File: config.mk
export PLATFORM = sky130hd
export DESIGN_NAME = dma_ctl_core
export DESIGN_NICKNAME = d
export VERILOG_FILES = /design/src/rtl/dma_ctl_pkg.sv /design/src/rtl/dma_ctl_regs.sv /design/src/rtl/dma_ctl_status.sv /design/src/rtl/dma_ctl_arb.sv /design/src/rtl/dma_ctl_core.sv
export SDC_FILE = /design/constraint.sdc
export NUM_CORES = 1
export LEC_CHECK = 0
export BUFFER_PORTS_ARGS = -buffer_cell sky130_fd_sc_hd__buf_2
export CAP_MARGIN = 20
export CORE_MARGIN = 3
export CORE_UTILIZATION = 51
export CTS_CLUSTER_DIAMETER = 40
export DETAILED_ROUTE_END_ITERATION = 16
export PLACE_DENSITY_LB_ADDON = 0.12
export SYNTH_ARGS = -nofsm -noshare
export SYNTH_HDL_FRONTEND = slang
export SYNTH_HIERARCHICAL = 1
export SYNTH_SLANG_ARGS = --single-unit
File: constraint.sdc
create_clock -name clk -period 1.9 [get_ports clk]
set_input_delay 0.475 -clock clk [delete_from_list [all_inputs] [get_ports clk]]
set_output_delay 0.475 -clock clk [all_outputs]
set_load 0.05 [all_outputs]
File: src/rtl/dma_ctl_pkg.sv
// Package: shared sizes and control offsets for the DMA control-port block.
// Assumes four channels and byte-wide host data.
package dma_ctl_pkg;
    localparam int CH_N   = 4;
    localparam int DATA_W = 8;
    localparam int OFS_W  = 3;
    localparam int SEL_W  = $clog2(CH_N);

    typedef enum logic [OFS_W-1:0] {
        OFS_CMD     = 3'd0,
        OFS_SWREQ   = 3'd1,
        OFS_MASK1   = 3'd2,
        OFS_MODE    = 3'd3,
        OFS_FFCLR   = 3'd4,
        OFS_MRESET  = 3'd5,
        OFS_MASKCLR = 3'd6,
        OFS_MASKALL = 3'd7
    } ofs_e;

    localparam logic [DATA_W-1:0] CMD_ALLOWED = 8'h04;
    localparam int CMD_DIS_BIT = 2;
endpackage

File: src/rtl/dma_ctl_regs.sv
// Module: command, mask and per-channel mode registers.
// Assumes the write strobe and offset are valid for one cycle per access.
module dma_ctl_regs
    import dma_ctl_pkg::*;
(
    input  logic                    clk,
    input  logic                    rst_n,
    input  logic                    wr_en,
    input  logic [OFS_W-1:0]        addr,
    input  logic [DATA_W-1:0]       wdata,
    output logic [DATA_W-1:0]       cmd_q,
    output logic [CH_N-1:0]         mask_q,
    output logic [CH_N*DATA_W-1:0]  mode_q
);
    logic [SEL_W-1:0] sel;
    logic             cmd_ok;

    // channel select and command legality from the write data
    always_comb begin
        sel    = wdata[SEL_W-1:0];
        cmd_ok = (wdata & ~CMD_ALLOWED) == '0;
    end

    // command register: only legal values are taken
    always_ff @(posedge clk) begin
        if (!rst_n)
            cmd_q <= '0;
        else if (wr_en && addr == OFS_MRESET)
            cmd_q <= '0;
        else if (wr_en && addr == OFS_CMD && cmd_ok)
            cmd_q <= wdata;
    end

    // mask register: single, clear-all, load-all and master-reset writes
    always_ff @(posedge clk) begin
        if (!rst_n)
            mask_q <= '1;
        else if (wr_en) begin
            case (addr)
                OFS_MASK1:   mask_q[sel] <= wdata[2];
                OFS_MRESET:  mask_q <= '1;
                OFS_MASKCLR: mask_q <= '0;
                OFS_MASKALL: mask_q <= wdata[CH_N-1:0];
                default:     mask_q <= mask_q;
            endcase
        end
    end

    // one mode byte per channel
    for (genvar gi = 0; gi < CH_N; gi++) begin : g_mode
        always_ff @(posedge clk) begin
            if (!rst_n)
                mode_q[gi*DATA_W +: DATA_W] <= '0;
            else if (wr_en && addr == OFS_MODE && sel == SEL_W'(gi))
                mode_q[gi*DATA_W +: DATA_W] <= wdata;
        end
    end
endmodule

File: src/rtl/dma_ctl_status.sv
// Module: status register (terminal-count flags low, request flags high).
// Assumes the grant is one-hot; updates apply in a fixed order per cycle.
module dma_ctl_status
    import dma_ctl_pkg::*;
(
    input  logic              clk,
    input  logic              rst_n,
    input  logic              wr_en,
    input  logic              rd_en,
    input  logic [OFS_W-1:0]  addr,
    input  logic [DATA_W-1:0] wdata,
    input  logic [CH_N-1:0]   hold_req,
    input  logic [CH_N-1:0]   rel_req,
    input  logic              tc_in,
    input  logic [CH_N-1:0]   grant,
    output logic [2*CH_N-1:0] status_q
);
    logic [2*CH_N-1:0] nxt;
    logic [SEL_W-1:0]  sel;

    // ordered next-state: read-clear, software request, hold, release, tc
    always_comb begin
        sel = wdata[SEL_W-1:0];
        nxt = status_q;
        if (rd_en && addr == OFS_CMD)
            nxt[CH_N-1:0] = '0;
        if (wr_en && addr == OFS_SWREQ) begin
            nxt[CH_N + int'(sel)] = wdata[2];
            nxt[int'(sel)]        = 1'b0;
        end
        nxt[2*CH_N-1:CH_N] = nxt[2*CH_N-1:CH_N] | hold_req;
        nxt[2*CH_N-1:CH_N] = nxt[2*CH_N-1:CH_N] & ~rel_req;
        for (int i = 0; i < CH_N; i++) begin
            if (tc_in && grant[i]) begin
                nxt[i]        = 1'b1;
                nxt[CH_N + i] = 1'b0;
            end
        end
        if (wr_en && addr == OFS_MRESET)
            nxt = '0;
    end

    // status register update
    always_ff @(posedge clk) begin
        if (!rst_n) status_q <= '0;
        else        status_q <= nxt;
    end
endmodule

File: src/rtl/dma_ctl_arb.sv
// Module: fixed-priority grant, channel 0 highest.
// Assumes request and mask come from registers; the grant is registered.
module dma_ctl_arb
    import dma_ctl_pkg::*;
(
    input  logic            clk,
    input  logic            rst_n,
    input  logic [CH_N-1:0] req,
    input  logic [CH_N-1:0] mask,
    input  logic            dis,
    output logic [CH_N-1:0] grant
);
    logic [CH_N-1:0] elig;
    logic [CH_N-1:0] pick;
    logic [CH_N:0]   taken;

    // eligible channels
    assign elig     = req & ~mask & {CH_N{~dis}};
    assign taken[0] = 1'b0;

    // priority chain from the lowest index up
    for (genvar gi = 0; gi < CH_N; gi++) begin : g_pri
        assign pick[gi]      = elig[gi] & ~taken[gi];
        assign taken[gi + 1] = taken[gi] | elig[gi];
    end

    // grant register
    always_ff @(posedge clk) begin
        if (!rst_n) grant <= '0;
        else        grant <= pick;
    end
endmodule

File: src/rtl/dma_ctl_core.sv
// Module: top of the DMA control-port block: registers, status and grant.
// Assumes the host bus is synchronous; reads have no wait states.
module dma_ctl_core
    import dma_ctl_pkg::*;
(
    input  logic         clk,
    input  logic         rst_n,
    input  logic         wr_en,
    input  logic         rd_en,
    input  logic [2:0]   addr,
    input  logic [7:0]   wdata,
    output logic [7:0]   rdata,
    input  logic [3:0]   hold_req,
    input  logic [3:0]   rel_req,
    input  logic         tc_in,
    output logic [3:0]   grant,
    output logic         ff_clr,
    output logic [7:0]   cmd_o,
    output logic [31:0]  mode_o
);
    logic [DATA_W-1:0]  cmd_q;
    logic [CH_N-1:0]    mask_q;
    logic [2*CH_N-1:0]  status_q;

    dma_ctl_regs u_regs (
        .clk(clk), .rst_n(rst_n), .wr_en(wr_en), .addr(addr), .wdata(wdata),
        .cmd_q(cmd_q), .mask_q(mask_q), .mode_q(mode_o)
    );

    dma_ctl_status u_status (
        .clk(clk), .rst_n(rst_n), .wr_en(wr_en), .rd_en(rd_en), .addr(addr),
        .wdata(wdata), .hold_req(hold_req), .rel_req(rel_req), .tc_in(tc_in),
        .grant(grant), .status_q(status_q)
    );

    dma_ctl_arb u_arb (
        .clk(clk), .rst_n(rst_n), .req(status_q[2*CH_N-1:CH_N]),
        .mask(mask_q), .dis(cmd_q[CMD_DIS_BIT]), .grant(grant)
    );

    // read-data mux and flip-flop clear strobe
    always_comb begin
        case (addr)
            OFS_CMD:   rdata = status_q;
            OFS_SWREQ: rdata = {{(DATA_W-CH_N){1'b0}}, mask_q};
            default:   rdata = '0;
        endcase
        ff_clr = wr_en && (addr == OFS_FFCLR || addr == OFS_MRESET);
        cmd_o  = cmd_q;
    end
endmodule

==> results of run 1 <==
-- area by class of cell --
cell class,instances,area [um2],share of cell area [%]
inverter,5,18.8,0.601
sequential,56,1120,35.9
timing repair buffer,89,505,16.2
clock buffer,6,72.6,2.33
multi-input combinational,181,1280,41.1
tap,65,81.3,2.61
clock inverter,2,38.8,1.24
-- worst min path at each step --
stage | from | to | slack (ps)
CTS | rel_req[2] | u_status/status_q[6]$_SDFF_PP0_ | 400
detailed placement | u_regs/mode_q[16]$_SDFFE_PN0P_ | u_regs/mode_q[16]$_SDFFE_PN0P_ | 420
global route | rel_req[2] | u_status/status_q[6]$_SDFF_PP0_ | 400
global placement | u_regs/mode_q[16]$_SDFFE_PN0P_ | u_regs/mode_q[16]$_SDFFE_PN0P_ | 410
floorplan | register | u_arb/grant[3]$_SDFF_PN0_ | 430
finish | rel_req[2] | u_status/status_q[6]$_SDFF_PP0_ | 410
-- flip-flops by register name (all words and copies together), names as in the netlist, named ones only --
signal and count:
u_arb/grant 4, u_status/status_q 8, u_regs/mode_q 32, u_regs/cmd_q 8
-- cells by family after synthesis --
family,share of synthesized area [%]
buffers and inverters,4.62
muxes,8.84
DFF,45.0
and+or+nand+nor,26.8
AOI/OAI and AO/OA,14.8
-- through the flow --
step | power, mW | area, um2 | setup WS (ps) | std cells
2_1_floorplan | 1.39 | 2510 | 102 | 258
3_5_place_dp | 1.48 | 3000 | 19.2 | 396
5_1_grt | 2.33 | 3120 | 4.42 | 404
6_report | 2.23 | 3120 | 73.4 | 404
4_1_cts | 2.25 | 3110 | 21.5 | 404
3_3_place_gp | 1.48 | 3000 | 55.9 | 396
-- per-layer routing --
metal,routed length (um),track usage (%),up-vias
met2,2700,31.6,42
met1,2760,27.4,1014
met4,46,5.98,0
met5,0,0,-
met3,227,4.86,4
li1,-,-,1073
-- power by group through the flow --
stage          Sequential (mW)  Combinational (mW)  Clock (mW)
3_5_place_dp              1.23               0.254           0
2_1_floorplan             1.24               0.149           0
4_1_cts                   1.20               0.256       0.793
3_3_place_gp              1.23               0.254           0
6_report                  1.20               0.259       0.773
5_1_grt                   1.20               0.281       0.842
-- worst min-delay path, delay by kind of cell --
family / cells / cell delay [ps]
compound gates: 2 / 120
buf+inv: 1 / 80
-- cell usage in the layout (no fill, tap or decap), types with 3 or more instances in the layout --
| cell | count |
|---|---|
| dfxtp_1 | 56 |
| buf_2 | 75 |
| o311ai_0 | 3 |
| mux2i_1 | 22 |
| a31oi_1 | 3 |
| and3_1 | 3 |
| nor3_1 | 3 |
| o311a_1 | 3 |
| inv_1 | 5 |
| o21a_1 | 6 |
| and2_1 | 12 |
| nor2_1 | 6 |
| nor2b_1 | 22 |
| nor3_2 | 4 |
| o31a_1 | 3 |
| o21ai_0 | 9 |
| buf_4 | 11 |
| nand3_1 | 6 |
| a21oi_1 | 12 |
| a21boi_0 | 7 |
| nand2_1 | 22 |
| clkbuf_8 | 5 |
==> metrics.md, run 1 <==
| Metric | Value |
|---|---|
| Reg power frac | `53.8%` |
| Outcome | `finished, final reports clean` |
| Worst Path Required | `1420 ps` |
| Row count | `24` |
| HPWL after DPL | `4.17 mm` |
| Layout cell share with drive strength beyond 1 | `32.4%` |
| Final ANT Viol Nets | `0` |
| R2r setup slk | `960 ps` |
| Worst Hold Slack | `411 ps` |
| Peak supply drop | `0.491 mV` |
| Clock-pin slew on the worst setup and hold paths | `90 ps` |
| Slowest stage cell, crit path | `nor3_4` |
| Cell taking the most area after synthesis | `dfxtp_1` |
| Die Area | `5760 um2` |
| Clk_skew | `4.43 ps` |
| Worst setup SP type | `input pin` |
| # H-tree levels | `2` |
| Critical Path Source | `addr[0]` |
| Max-cap violation count | `0` |
| Worst setup EP type | `output pin` |
| # fillers | `383` |
| Remaining DRCs | `0` |
| Total track usage | `20.1%` |
| Clk root buf | `clkbuf_8` |
| Crit path buf inv count | `2` |
| Post-CTS sizing | `0` |
| Setup CP Type | `in2out` |
| Delay-heaviest family, CP | `buffers and inverters` |
| Hold crit path type | `in2reg` |
| DRT Pass-1 Iters | `4` |
| Largest cells by area after synthesis | `dfxtp_1 45%, mux2i_1 8.8%, nor2b_1 5.5%` |
| Buffers on Ports | `76` |
| Worst setup path endpoint | `rdata[7]` |
| Switch Pwr | `0.550 mW` |
| Initial antenna violation count | `0` |
| EDFF count, synth | `0` |
| IO Pins | `77` |
| Wirelength per Cell | `14.2 um` |
| Internal power | `1.68 mW` |
| Synth async-reset ratio | `0%` |
| Combinational share of power | `11.6%` |
| Clock Path Buffers | `2` |
| Share of the synthesized area in the top cell type | `45.0%` |
| Slew headroom | `67.1%` |
| Power Density | `715 nW/um2` |
| Pins Over Slew Limit | `0` |
| Critical path's largest stage delay | `260 ps` |
| GPL Wtd Cong | `0.846` |
| Post-Route WL | `5.74 mm` |
| TritonCTS Buffers | `5` |
| Mapped Area | `2490 um2` |
| Crit-path cells | `buf_2 -> nor3_4 -> and2_1 -> buf_2` |
| Crit path DAT | `1350 ps` |
| Final worst path period need | `1830 ps` |
| First-pass GRT wire length | `9.54 mm` |
| Most common cell on crit path | `buf_2` |
| Setup TNS | `0 ps` |
| Worst Path Max Fanout | `15` |
| R2R Path End | `u_arb/grant[3]$_SDFF_PN0_` |
| Synth unique cells | `51` |
| Crit path depth | `4` |
| Die Y | `75.9 um` |
| Core area | `4530 um2` |
| Post-Synthesis Cells | `258` |
| Syn Nets | `282` |
| Initial DRC Count | `141` |
| Synth Register Bits | `56` |
| Chip Width | `75.9 um` |
| Top-count cell post-synth | `dfxtp_1` |
| Final setup violation count | `0` |
| Final #Nets | `362` |
| Hold Path Stages | `3` |
| Area Overhead vs Synth | `25.2%` |
| CTS tree | `yes` |
| Fin crit share | `96.1%` |
| Synth Flop Type | `dfxtp_1` |
| Max Fclk | `547 MHz` |
| Number of buffers added for setup after CTS | `0` |
| # hold bufs at CTS | `0` |
| Initial core utilization | `55.0%` |
| Synth warn | `6` |
| Utilization after layout | `68.8%` |
| Via count | `2133` |
| Slew @ Worst Pin | `491 ps` |
| RSZ-0062 raised after global routing | `false` |
| LEAKAGE | `1.37 nW` |
| Post-synth top cells | `56 x dfxtp_1, 22 x mux2i_1, 22 x nand2_1, 22 x nor2b_1` |
| Clock network power share | `34.6%` |
| R2R cell count | `3` |
| Sequential fraction of the synthesis area | `45.0%` |
| Largest net degree at the start of global routing | `31` |
| Sw Ratio | `24.6%` |
| Vias in the first global route | `1926` |
| Diode count | `0` |
| Drt via density | `5.28` |
| Clock Latency Late Sink | `300 ps` |
| CTS Sinks | `56` |
| Global route overflow | `0` |
| Syn Area/Cell | `9.66 um2` |
| Final hold violations | `0` |
Power figures use the tool's default switching activity.
==> run 2, diff against run 1 <==
--- a/config.mk
+++ b/config.mk
@@ -5,6 +5,7 @@
 export SDC_FILE = /design/constraint.sdc
 export NUM_CORES = 1
 export LEC_CHECK = 0
+export ABC_AREA = 1
 export BUFFER_PORTS_ARGS = -buffer_cell sky130_fd_sc_hd__buf_2
 export CAP_MARGIN = 20
 export CORE_MARGIN = 3
==> run 2 against run 1 <==
  * Non-clock buffer count decreased by 8
  * Highest routed layer unchanged
  * Largest power group unchanged
  * Combinational power increased by 8.9%
  * Clock power decreased by 20%
  * Sequential cell count unchanged
  * Register-to-register slack improved by 80 ps
  * Clock skew increased by 2.1 ps
  * Critical endpoint is now rdata[6]
==> metrics.md, run 2 <==
| Metric | Value |
|---|---|
| Total track usage | `22.3% (+2.2 points)` |
| Crit path DAT | `1280 ps (-70 ps)` |
| Buffers on Ports | `76 (unchanged)` |
| Setup CP Type | `in2out` |
| Clock Path Buffers | `2 (unchanged)` |
| Final hold violations | `0 (unchanged)` |
| Pins Over Slew Limit | `0 (unchanged)` |
| Synth Register Bits | `56 (unchanged)` |
| Final ANT Viol Nets | `0 (unchanged)` |
| Slowest stage cell, crit path | `buf_2` |
| Biggest register | `u_regs/mode_q` |
| Via count | `2482 (+16%)` |
| Clk root buf | `clkbuf_8` |
| Largest net degree at the start of global routing | `17 (-45%)` |
| Initial antenna violation count | `0 (unchanged)` |
| Clock Latency Late Sink | `310 ps (about the same)` |
| Vias in the first global route | `2374 (+23%)` |
| Synth Area in XOR/XNOR | `0% (unchanged)` |
| Critical path's largest stage delay | `260 ps (about the same)` |
| Power Density | `683 nW/um2 (-4.6%)` |
| Die Area | `5820 um2 (+1.1%)` |
| Syn Nets | `386 (+37%)` |
| Post-synth top cells | `92 x nand2_1, 63 x nor2_1, 56 x dfxtp_1` |
| Commonest cells after routing, fill and taps aside | `92 x nand2_1, 76 x buf_2, 63 x nor2_1` |
| Largest family of logic cells by synthesized area | `simple AND/OR/NAND/NOR gates` |
| Synth unique cells | `23 (-55%)` |
| Wire length on met2 | `2.92 mm (+7.8%)` |
| Die Y | `76.3 um (+0.53%)` |
| Top-count cell post-synth | `nand2_1` |
| Initial DRC Count | `184 (+30%)` |
| # fillers | `447 (+17%)` |
| Met3 Wirelength | `373 um (+64%)` |
| Post-Synthesis Cells | `362 (+40%)` |
| Row count | `24 (unchanged)` |
| Combinational share of power | `13.4% (+1.8 points)` |
| Global route overflow | `0 (unchanged)` |
| HPWL after DPL | `4.73 mm (+13%)` |
| Fin crit share | `92.3% (-3.8 points)` |
| GPL Wtd Cong | `0.845 (-0.13%)` |
| Share of the synthesized area in the top cell type | `44.5% (-0.51 points)` |
| Worst setup EP type | `output pin` |
| CTS tree | `yes` |
| Post-CTS sizing | `0 (unchanged)` |
| Worst Path Required | `1420 ps (about the same)` |
| Final setup violation count | `0 (unchanged)` |
| Complex-gate fraction of the synthesized area | `8.34% (-6.4 points)` |
| Crit-path cells | `buf_2 -> inv_1 -> nand2_4 -> nor2_2 -> buf_2` |
| Max reg flops | `32 (unchanged)` |
| Internal power | `1.52 mW (-9.4%)` |
| Core area | `4560 um2 (+0.66%)` |
| Clock-pin slew on the worst setup and hold paths | `90 ps (about the same)` |
| Wirelength per Cell | `12.1 um (-15%)` |
| Regs by FF count | `u_regs/mode_q: 32 flops, u_regs/cmd_q: 8 flops, u_status/status_q: 8 flops` |
| R2r startpoint | `u_regs/cmd_q[2]$_SDFFE_PP0P_` |
| Drt via density | `4.86 (-8.0%)` |
| Slew headroom | `71.4% (+4.3 points)` |
| Hold Startpoint | `u_regs/mode_q[16]$_SDFFE_PN0P_` |
| Most common cell on crit path | `buf_2` |
| LEAKAGE | `1.63 nW (+19%)` |
| Setup TNS | `0 ps (unchanged)` |
| RSZ-0062 raised after global routing | `false` |
| Synth async-reset ratio | `0% (unchanged)` |
| Final #Nets | `470 (+30%)` |
| Peak supply drop | `0.439 mV (-11%)` |
| Layout cell share with drive strength beyond 1 | `26.7% (-5.8 points)` |
| Hold crit path type | `reg2reg` |
| Synth warn | `6 (unchanged)` |
| Chip Width | `76.3 um (+0.53%)` |
| Synth Flop Type | `dfxtp_1` |
| Remaining DRCs | `0 (unchanged)` |
| Clock network power share | `29.2% (-5.4 points)` |
| Worst setup SP type | `input pin` |
| Largest cells by area after synthesis | `dfxtp_1 44%, nand2_1 14%, nor2_1 9.4%` |
| EDFF count, synth | `0 (unchanged)` |
| Clk_skew | `6.49 ps (+2.06 ps)` |
| # hold bufs at CTS | `0 (unchanged)` |
| Routed met1 length | `2.80 mm (+1.4%)` |
| Sw Ratio | `27.5% (+2.9 points)` |
| Multiplexer share of the synthesized area | `0% (-8.8 points)` |
| Slew @ Worst Pin | `428 ps (-62.7 ps)` |
| Final worst path period need | `1750 ps (-72.8 ps)` |
| Post-Route WL | `6.16 mm (+7.3%)` |
| Switch Pwr | `0.579 mW (+5.2%)` |
| Cell taking the most area after synthesis | `dfxtp_1` |
| IO Pins | `77 (unchanged)` |
| Initial core utilization | `55.2% (+0.27 points)` |
| TritonCTS Buffers | `5 (unchanged)` |
| Mapped Area | `2520 um2 (+1.2%)` |
| Syn Area/Cell | `6.96 um2 (-28%)` |
| Worst Hold Slack | `436 ps (+25.2 ps)` |
| Setup WS pre-CTS | `151 ps (+132 ps)` |
| Commonest non-fill, non-tap cell in the layout | `nand2_1` |
| Max-cap violation count | `0 (unchanged)` |
| Post-Synth Adder-Cell Area | `0% (unchanged)` |
| Reg power frac | `57.3% (+3.5 points)` |
| First-pass GRT wire length | `10.7 mm (+12%)` |
| Outcome | `finished, final reports clean` |
| CTS Sinks | `56 (unchanged)` |
| Diode count | `0 (unchanged)` |
| Critical Path Source | `addr[0]` |
| # H-tree levels | `2 (unchanged)` |
| Number of buffers added for setup after CTS | `0 (unchanged)` |
| Top routing layer in use | `met4` |
| Setup ws final | `146 ps (+72.8 ps)` |
| Worst Path Max Fanout | `11 (-4)` |
| DRT Pass-1 Iters | `4 (unchanged)` |
| Sequential fraction of the synthesis area | `44.5% (-0.51 points)` |
| Area Overhead vs Synth | `22.1%` |
| Max Fclk | `570 MHz (+4.1%)` |
| Power Total | `2.10 mW (-5.8%)` |
| Simple-Gate Fraction of Synth Area | `39.8% (+13 points)` |
run 2: path summary, 6_finish.rpt:
| kind | slack [ps] | depth (start not counted) | endpoint |
|---|---|---|---|
| max | 150 | 5 | rdata[6] |
| min | 440 | 2 | u_regs/mode_q[16]$_SDFFE_PN0P_ |
| max reg2reg | 1040 | 4 | u_arb/grant[3]$_SDFF_PN0_ |
| min reg2reg | 440 | 2 | u_regs/mode_q[16]$_SDFFE_PN0P_ |
run 2: critical path: cells and delay by family:
kind	cells	cell delay [ps]
simple gates	2	180
buf+inv	3	620
run 2: cells by family (layout without fill, tap and decap cells):
family                 after synthesis  count (layout)
AOI/OAI and AO/OA                   41              41
buffers and inverters               47             131
DFF                                 56              56
and+or+nand+nor                    218             218
run 2: stage by stage:
| step | util [%] | cell area, um2 | std cells |
|---|---|---|---|
| global route | 67.5 | 3080 | 511 |
| finish | 67.5 | 3080 | 511 |
| global placement | 65.7 | 3000 | 504 |
| floorplan | - | 2520 | 362 |
| CTS | 67.5 | 3080 | 511 |
| detailed placement | 65.7 | 3000 | 504 |
run 2: layout make-up:
cell class,instances,area [um2],share of cell area [%]
clock buffer,5,68.8,2.23
clock inverter,2,12.5,0.406
inverter,43,165,5.36
multi-input combinational,259,1210,39.4
sequential,56,1120,36.4
tap,65,81.3,2.64
timing repair buffer,81,418,13.6
run 2: metal layers:
layer  GRT usage (%)  up-vias
li1                -     1303
met2            38.0       63
met4            7.97        0
met3            3.19        7
met5               0        -
met1            28.6     1109
run 2: power groups by stage:
stage	Clock, mW	Sequential (mW)	Combinational [mW]
after floorplan	0	1.25	0.155
after global placement	0	1.23	0.276
after detailed placement	0	1.23	0.281
after CTS	0.633	1.21	0.282
after global routing	0.676	1.21	0.314
final	0.615	1.20	0.282
